### src/rtl/amp_key_pkg.sv
package amp_key_pkg;
    typedef enum logic [2:0] {
        ST_BYPASS,
        ST_MAN_ON,
        ST_MAN_OFF,
        ST_RISE,
        ST_FALL,
        ST_AT_TOP,
        ST_AT_ZERO
    } ak_state_e;
endpackage

### src/rtl/amp_key_sync.sv
module amp_key_sync #(
    parameter int STAGES = 2
) (
    input  logic clk,
    input  logic rst_n,
    input  logic async_i,
    output logic sync_o
);
    logic [STAGES-1:0] chain_q;

    generate
        for (genvar g = 0; g < STAGES; g++) begin : g_stage
            if (g == 0) begin : g_first
                always_ff @(posedge clk or negedge rst_n) begin
                    if (!rst_n) chain_q[0] <= 1'b0;
                    else        chain_q[0] <= async_i;
                end
            end else begin : g_next
                always_ff @(posedge clk or negedge rst_n) begin
                    if (!rst_n) chain_q[g] <= 1'b0;
                    else        chain_q[g] <= chain_q[g-1];
                end
            end
        end
    endgenerate

    assign sync_o = chain_q[STAGES-1];
endmodule

### src/rtl/amp_key_ratetick.sv
module amp_key_ratetick #(
    parameter int RW = 16
) (
    input  logic          clk,
    input  logic          rst_n,
    input  logic          active_i,
    input  logic [RW-1:0] rate_i,
    output logic          tick_o
);
    logic [RW-1:0] cnt_q;

    assign tick_o = active_i && (cnt_q >= rate_i);

    always_ff @(posedge clk or negedge rst_n) begin
        if (!rst_n)         cnt_q <= '0;
        else if (!active_i) cnt_q <= '0;
        else if (tick_o)    cnt_q <= '0;
        else                cnt_q <= cnt_q + 1'b1;
    end


    tick_spacing_chk: assert property (@(posedge clk) disable iff (!rst_n)
        (tick_o && rate_i != '0) |=> (!tick_o || rate_i == '0));


    idle_no_tick_chk: assert property (@(posedge clk) disable iff (!rst_n)
        !active_i |=> (tick_o == (rate_i == '0 && active_i)));
endmodule

### src/rtl/amp_key_stepper.sv
module amp_key_stepper #(
    parameter int AW = 12
) (
    input  logic [AW-1:0] amp_i,
    input  logic [AW-1:0] step_i,
    input  logic [AW-1:0] limit_i,
    output logic [AW-1:0] up_o,
    output logic [AW-1:0] down_o
);
    logic [AW:0] sum;

    always_comb begin
        sum = {1'b0, amp_i} + {1'b0, step_i};
        if (sum >= {1'b0, limit_i}) up_o = limit_i;
        else                        up_o = sum[AW-1:0];
        if (amp_i <= step_i) down_o = '0;
        else                 down_o = amp_i - step_i;
    end
endmodule

### src/rtl/amp_key_ctrl.sv
module amp_key_ctrl
    import amp_key_pkg::*;
#(
    parameter int AW        = 12,
    parameter int RW        = 16,
    parameter int SYNC_STGS = 2
) (
    input  logic          clk,
    input  logic          rst_n,
    input  logic          enable,
    input  logic          auto_ramp,
    input  logic [AW-1:0] scale,
    input  logic [AW-1:0] step,
    input  logic [RW-1:0] rate,
    input  logic          key_in,
    output logic [AW-1:0] amp_out
);
    localparam logic [AW-1:0] FULL = {AW{1'b1}};

    ak_state_e     state_q, state_d;
    logic          key_s;
    logic          tick;
    logic          auto_on;
    logic [AW-1:0] amp_q, amp_d;
    logic [AW-1:0] up_val, down_val;

    assign auto_on = enable && auto_ramp;

    amp_key_sync #(.STAGES(SYNC_STGS)) u_sync (
        .clk(clk), .rst_n(rst_n), .async_i(key_in), .sync_o(key_s)
    );

    amp_key_ratetick #(.RW(RW)) u_tick (
        .clk(clk), .rst_n(rst_n), .active_i(auto_on), .rate_i(rate), .tick_o(tick)
    );

    amp_key_stepper #(.AW(AW)) u_step (
        .amp_i(amp_q), .step_i(step), .limit_i(scale),
        .up_o(up_val), .down_o(down_val)
    );

    // next-state decision
    always_comb begin
        if (!enable)        state_d = ST_BYPASS;
        else if (!auto_ramp) state_d = key_s ? ST_MAN_ON : ST_MAN_OFF;
        else if (key_s)     state_d = (amp_q == scale) ? ST_AT_TOP : ST_RISE;
        else                state_d = (amp_q == '0) ? ST_AT_ZERO : ST_FALL;
    end

    // state register
    always_ff @(posedge clk or negedge rst_n) begin
        if (!rst_n) state_q <= ST_BYPASS;
        else        state_q <= state_d;
    end

    // output word
    always_comb begin
        amp_d = amp_q;
        unique case (state_d)
            ST_BYPASS:  amp_d = FULL;
            ST_MAN_ON:  amp_d = scale;
            ST_MAN_OFF: amp_d = '0;
            ST_RISE:    if (tick) amp_d = up_val;
            ST_FALL:    if (tick) amp_d = down_val;
            ST_AT_TOP:  amp_d = amp_q;
            ST_AT_ZERO: amp_d = amp_q;
            default:    amp_d = FULL;
        endcase
    end

    always_ff @(posedge clk or negedge rst_n) begin
        if (!rst_n) amp_q <= FULL;
        else        amp_q <= amp_d;
    end

    assign amp_out = amp_q;


    bypass_full_chk: assert property (@(posedge clk) disable iff (!rst_n)
        !enable |=> (amp_out == FULL && state_q == ST_BYPASS));


    manual_level_chk: assert property (@(posedge clk) disable iff (!rst_n)
        (enable && !auto_ramp) |=> (amp_out == ($past(key_s) ? $past(scale) : '0)));


    auto_hold_chk: assert property (@(posedge clk) disable iff (!rst_n)
        (auto_on && !tick) |=> $stable(amp_out));


    rise_monotone_chk: assert property (@(posedge clk) disable iff (!rst_n)
        (auto_on && key_s) |=> (amp_out >= $past(amp_out) || amp_out == $past(scale)));


    fall_monotone_chk: assert property (@(posedge clk) disable iff (!rst_n)
        (auto_on && !key_s) |=> (amp_out <= $past(amp_out)));


    rise_bound_chk: assert property (@(posedge clk) disable iff (!rst_n)
        (auto_on && key_s && amp_out <= scale) |=> (amp_out <= $past(scale)));
endmodule

### config.mk
export PLATFORM = sky130hd
export DESIGN_NAME = amp_key_ctrl
export DESIGN_NICKNAME = d
export VERILOG_FILES = /design/src/rtl/amp_key_pkg.sv /design/src/rtl/amp_key_sync.sv /design/src/rtl/amp_key_ratetick.sv /design/src/rtl/amp_key_stepper.sv /design/src/rtl/amp_key_ctrl.sv
export SDC_FILE = /design/constraint.sdc
export NUM_CORES = 1
export LEC_CHECK = 0
export ABC_CLOCK_PERIOD_IN_PS = 10100
export BUFFER_PORTS_ARGS = -buffer_cell sky130_fd_sc_hd__buf_2
export CORE_MARGIN = 1.5
export CORE_UTILIZATION = 53
export DETAILED_ROUTE_END_ITERATION = 10
export PLACE_DENSITY = 0.84
export SYNTH_ARGS = -nofsm -noshare
export SYNTH_HDL_FRONTEND = slang
export SYNTH_SLANG_ARGS = --single-unit
### constraint.sdc
create_clock -name clk -period 10.1 [get_ports clk]
set_clock_uncertainty 0.1 [all_clocks]
set_input_delay 2.525 -clock clk [delete_from_list [all_inputs] [get_ports clk]]
set_output_delay 2.525 -clock clk [all_outputs]
set_load 0.03 [all_outputs]
# == Word-level counts from Yosys, hierarchy flattened ==
# Cells that the tools add are included.
# classes
n_addsub,3
magnitude_cmp,3
eq_ne,9
n_mux,13
n_bitwise,1
reduce_logical,5
# ops
operator,count
$pmux 12 s5,1
$mux 12,4
$mux 16,2
$add 16x1->16 const B,1
$ge 16x16->1,1
$add 12x12->13,1
$ge 13x12->1,1
$eq 12x12->1,1
$le 12x12->1,1
$logic_not 12->1,1
$mux 3,4
$sub 12x12->12,1
$eq 3x3->1 const B,3
$eq 3x2->1 const B,2
$mux 2,2
$ne 2x2->1 const B,2
$eq 3x1->1 const B,1
$reduce_and 3->1,1
$logic_and 1x1->1,2
$reduce_or 2->1,1
$not 1->1,1
# totals
ff_bits,30
output_inout_bits,12
elab_cells,38

# == Depth between registers and ports, before layout ==
# logic_depth
word_depth,9
ltp_mapped,17
ltp_nobuf,15

# == Modules after synthesis ==
# A second synthesis with hierarchy kept.
# hier_totals
hier_cells,474
hier_area_um2,4095.2
# by_module_without_submodules
mod,instances,cells_each,area_each_um2
amp_key_stepper,1,237,1809.2
amp_key_ratetick,1,133,1300.0
amp_key_ctrl,1,102,935.9
amp_key_sync,1,2,50.0

# == Worst setup path before layout ==
# Ideal clock, no wire load.
# synth_timing
path_kind,input -> register
start,input step[0]
end,"register amp_q[9], in the netlist amp_out[9]"
setup_time_ps,86
arrival_ps,5567
t_required_ps,9914
path_slack_ps,4346
stages,16
path_buffers,1
path_cell_list,ha_1 > fa_1 > nand2b_4 > a221oi_4 > o221ai_2 > mux2i_1 > o2111a_1 > ha_1 > o21a_1 > o21ai_0 > nor2_1 > a21oi_1 > a221oi_2 > buf_2 > and2_1 > o41a_1
# synth_via
elab_chain_len,5
elab_cells_between_ends,9
classes_between,add/sub (2); order compare (2); mux (5)
# synth_lines
element,line_no,source
start: declaration,amp_key_ctrl.sv:13,"input logic [AW-1:0] step,"
$add 12x12->13,amp_key_stepper.sv:13,"sum = {1'b0, amp_i} + {1'b0, step_i};"
$ge 13x12->1,amp_key_stepper.sv:14,"if (sum >= {1'b0, limit_i}) up_o = limit_i;"
$mux 12,amp_key_stepper.sv:14,
$mux 12,amp_key_ctrl.sv:63,ST_RISE: if (tick) amp_d = up_val;
$pmux 12 s5 (*),amp_key_ctrl.sv:59,unique case (state_d)
end signal: assignment,amp_key_ctrl.sv:73,else amp_q <= amp_d;
end: declaration,amp_key_ctrl.sv:24,"logic [AW-1:0] amp_q, amp_d;"
# Every way passes the cells marked *; elsewhere a longest branch is shown, timed or not. The select of a mux whose other input is x is not followed.
# A chain may end at the register's enable or synchronous reset.

# == Worst setup path after layout ==
# layout_timing
start,input step[5]
end,"register amp_q[5], in the netlist amp_out[5]"
# The elaborated chain is that of the path after synthesis.

==> impl_results.md <==
* Outcome: completed
* Critical path required time at ~10 ns
* Slowest cell on crit path: a21oi_1
* Vias at 3596
* Slew headroom at around a quarter
* Layout Cells excl Fill at 592
* DRC Markers at 0
* Hold_buf cts at 0
* DR vias/cell at 6.074
* Worst min path class: flip-flop to flip-flop
* FMAX at 159.9 MHz
* Hold violation total from the final report at 0
* N_diodes at 0
* Cell Rows at 30
* Post-synth top area share at 18.09%
* Initial antenna violation count at 0
* Die Wd at 86.16 µm
* Syn avg cell area at 7.932 µm²
* Setup Viol. Count Final at 0
* Pwr Total at slightly above 0.0005 W
* I/O Buffers at 56
* Clock buffer depth at 2
* CP Capture Type: flip-flop
* DRT Pass-1 Iters at 5
* Num CTS Buffers at 5
* Fin crit share at 61.92%
* Top area cells in the synthesized netlist: ha_1 18%, dfrtp_1 12%, dfstp_2 8.6%
* Cell taking the most area after synthesis: ha_1
* Drt initial violations at ~280
* Post-synthesis register bit count at 30
* GRT overflow at 0
* Postcts setup bufs at 0
* Post-cts repair resize count at 0
* PwrDens at 125.7 mW/mm²
* Peak VDD IR at around 0.000066 V
* Max Cap Violations at 0
* Total GRT Usage at 26.05%
* Worst EP arrival at 6.36 ns
* DRT Wirelength at 9343 µm
* Async set-reset flop share out of synthesis at 100.0%
* IO Pins at 57
* Most frequent cell after synthesis: nor2_1
* Nets at slightly above 600
* Critical Path Start Type: input pin
* Root Buffer: clkbuf_8
* Slew @ Worst Pin at around 1.1 ns
* Core area at 0.006756 mm²
* Number of synthesized flops with an enable pin at 0
* Max Slew Vio Count at 0
* WL/cell at 15.78 µm
* Remaining antenna violation count after routing at 0
* Setup TNS at 0 ns
* Synth top cells by count: 54 x nor2_1, 53 x ha_1, 53 x inv_1
* Vias in the first global route at 3384
* Main synth FF type: dfrtp_1
* CTS Sinks at 30
* Crit Path Max Fanout at 11
* Period minus WS final at 6.254 ns
* Largest stage delay on the critical path at around 0.44 ns
* Share of cells above drive strength 1 at between 10% and 20%
* GPL Wtd Cong at roughly 0.97
* Dpl ws at 3.651 ns
* Largest net degree at the start of global routing at 31
* First-pass GRT wire length at approximately 15000 µm
* Placed Instances at slightly below 600
* Hpwl dp at 7464 µm
* H-tree levels at 2
* Number of distinct library cells after synthesis at 63
* Initial core utilization at 54.24%
* Register area share after synthesis at 20.89%
* CP Cell Sequence: buf_2 -> inv_1 -> ha_1 -> nor3b_1 -> nor3_1 -> o22a_1 -> and2_1 -> xnor2_1 -> ha_1 -> o21a_1 -> o21ai_0 -> nor2_1 -> a21oi_1 -> a221oi_2 -> and2_1 -> o32a_1
* Net count after synthesis at 562
* Warnings, synthesis at 0
* Setup WS post-layout at ~3.8 ns
* Synthesized cell area at 0.003665 mm²
* Static Leakage at 1.983 nW
* TritonCTS clock tree: built
* Reg clk slew, reported paths at 0.06 ns
* Setup Crit Path Kind: input pin to flip-flop
* Post-Synthesis Cells at approximately 460
* Die height at 86.16 µm
* Synth-to-layout area growth at 10.48%
* Die Area at 0.007423 mm²
* Clk_lat worst skew at 0.28 ns
* RSZ-0062 raised after global routing: no
==> per-layer routing <==
metal | global-route usage [%] | part of all wire (%)
met1 | 36.00 | 45
met2 | 42.59 | 46
met3 | 3.369 | 6.6
met4 | 7.771 | 1.8
met5 | 0 | 0
==> placed cells by master (no fill, tap or decap), drive strengths merged, types with 3 or more instances in the layout <==
master	count
buf	56
nor2	54
inv	53
ha	53
nand2	36
xor2	22
nand3	20
a21oi	19
dfrtp	18
o21ai	14
xnor2	12
dfstp	12
and3	11
and2	10
o211ai	9
nor3	9
a31oi	8
nor4	7
a41oi	7
or2	6
o21a	6
a21o	6
clkbuf	6
nor2b	5
nand2b	5
a211oi	4
and4	4
o2111ai	3
a22oi	3
a2111oi	3
==> area by class of cell <==
cell class | count | area [µm²]
flip-flops and latches | 30 | 765.7
fillers | 625 | 2708
clock inverters | 2 | 10.01
clock buffers | 6 | 72.57
repair buffers | 56 | 280.3
multi-input cells | 365 | 2621
well taps | 80 | 100.1
inverters | 53 | 198.9
==> sequential cells by signal, summed over array words and instances (netlist names) <==
name / cells
u_tick.cnt_q: 16
u_sync.sync_o: 1
amp_out: 12
u_sync.chain_q: 1
==> through the flow <==
step	instance area (µm²)	util, %	hold slack, ns
after floorplan	3665	-	0.2312
final	4049	59.93	0.2457
after CTS	4049	59.93	0.2575
after global placement	3966	58.70	0.2342
after global routing	4049	59.93	0.2614
after detailed placement	3966	58.70	0.2387
==> critical path, delay by kind of cell <==
kind / cells / cell delay, ns
buf+inv: 2 / 0.13
fa+ha+maj: 2 / 0.71
simple gates: 5 / 1.09
compound gates: 6 / 1.74
xor+xnor: 1 / 0.17
==> kinds of logic (layout without fill, tap and decap cells) <==
| group | after synthesis | count (layout) | synth area share, % |
|---|---|---|---|
| DFF | 30 | 30 | 20.89 |
| muxes | 2 | 2 | 0.5463 |
| and+or+nand+nor | 173 | 173 | 23.35 |
| AOI/OAI and AO/OA | 101 | 101 | 20.31 |
| xor gates and xnor gates | 34 | 34 | 8.125 |
| buffers and inverters | 67 | 117 | 7.579 |
| adders and majority gates | 55 | 55 | 19.19 |
==> where the power goes <==
| group | switching (W) | internal, W |
|---|---|---|
| sequential | 0.0000157 | 0.000133 |
| clock | 0.0000466 | 0.0000477 |
| combinational | 0.000159 | 0.000107 |
| total | 0.000222 | 0.000287 |
==> final timing paths <==
path	startpoint	cells after the start	end	slack [ns]
max	step[5]	16	amp_out[5]$_DFFE_PN1P_	3.85
min	u_sync.chain_q[0]$_DFF_PN0_	0	u_sync.sync_o$_DFF_PN0_	0.25
max reg2reg	amp_out[5]$_DFFE_PN1P_	14	amp_out[5]$_DFFE_PN1P_	5.67
min reg2reg	u_sync.chain_q[0]$_DFF_PN0_	0	u_sync.sync_o$_DFF_PN0_	0.25
max in group asynchronous	rst_n	1	u_tick.cnt_q[15]$_DFF_PN0_	7.29
min in group asynchronous	rst_n	1	u_tick.cnt_q[11]$_DFF_PN0_	2.17
Power figures use the tool's default switching activity.
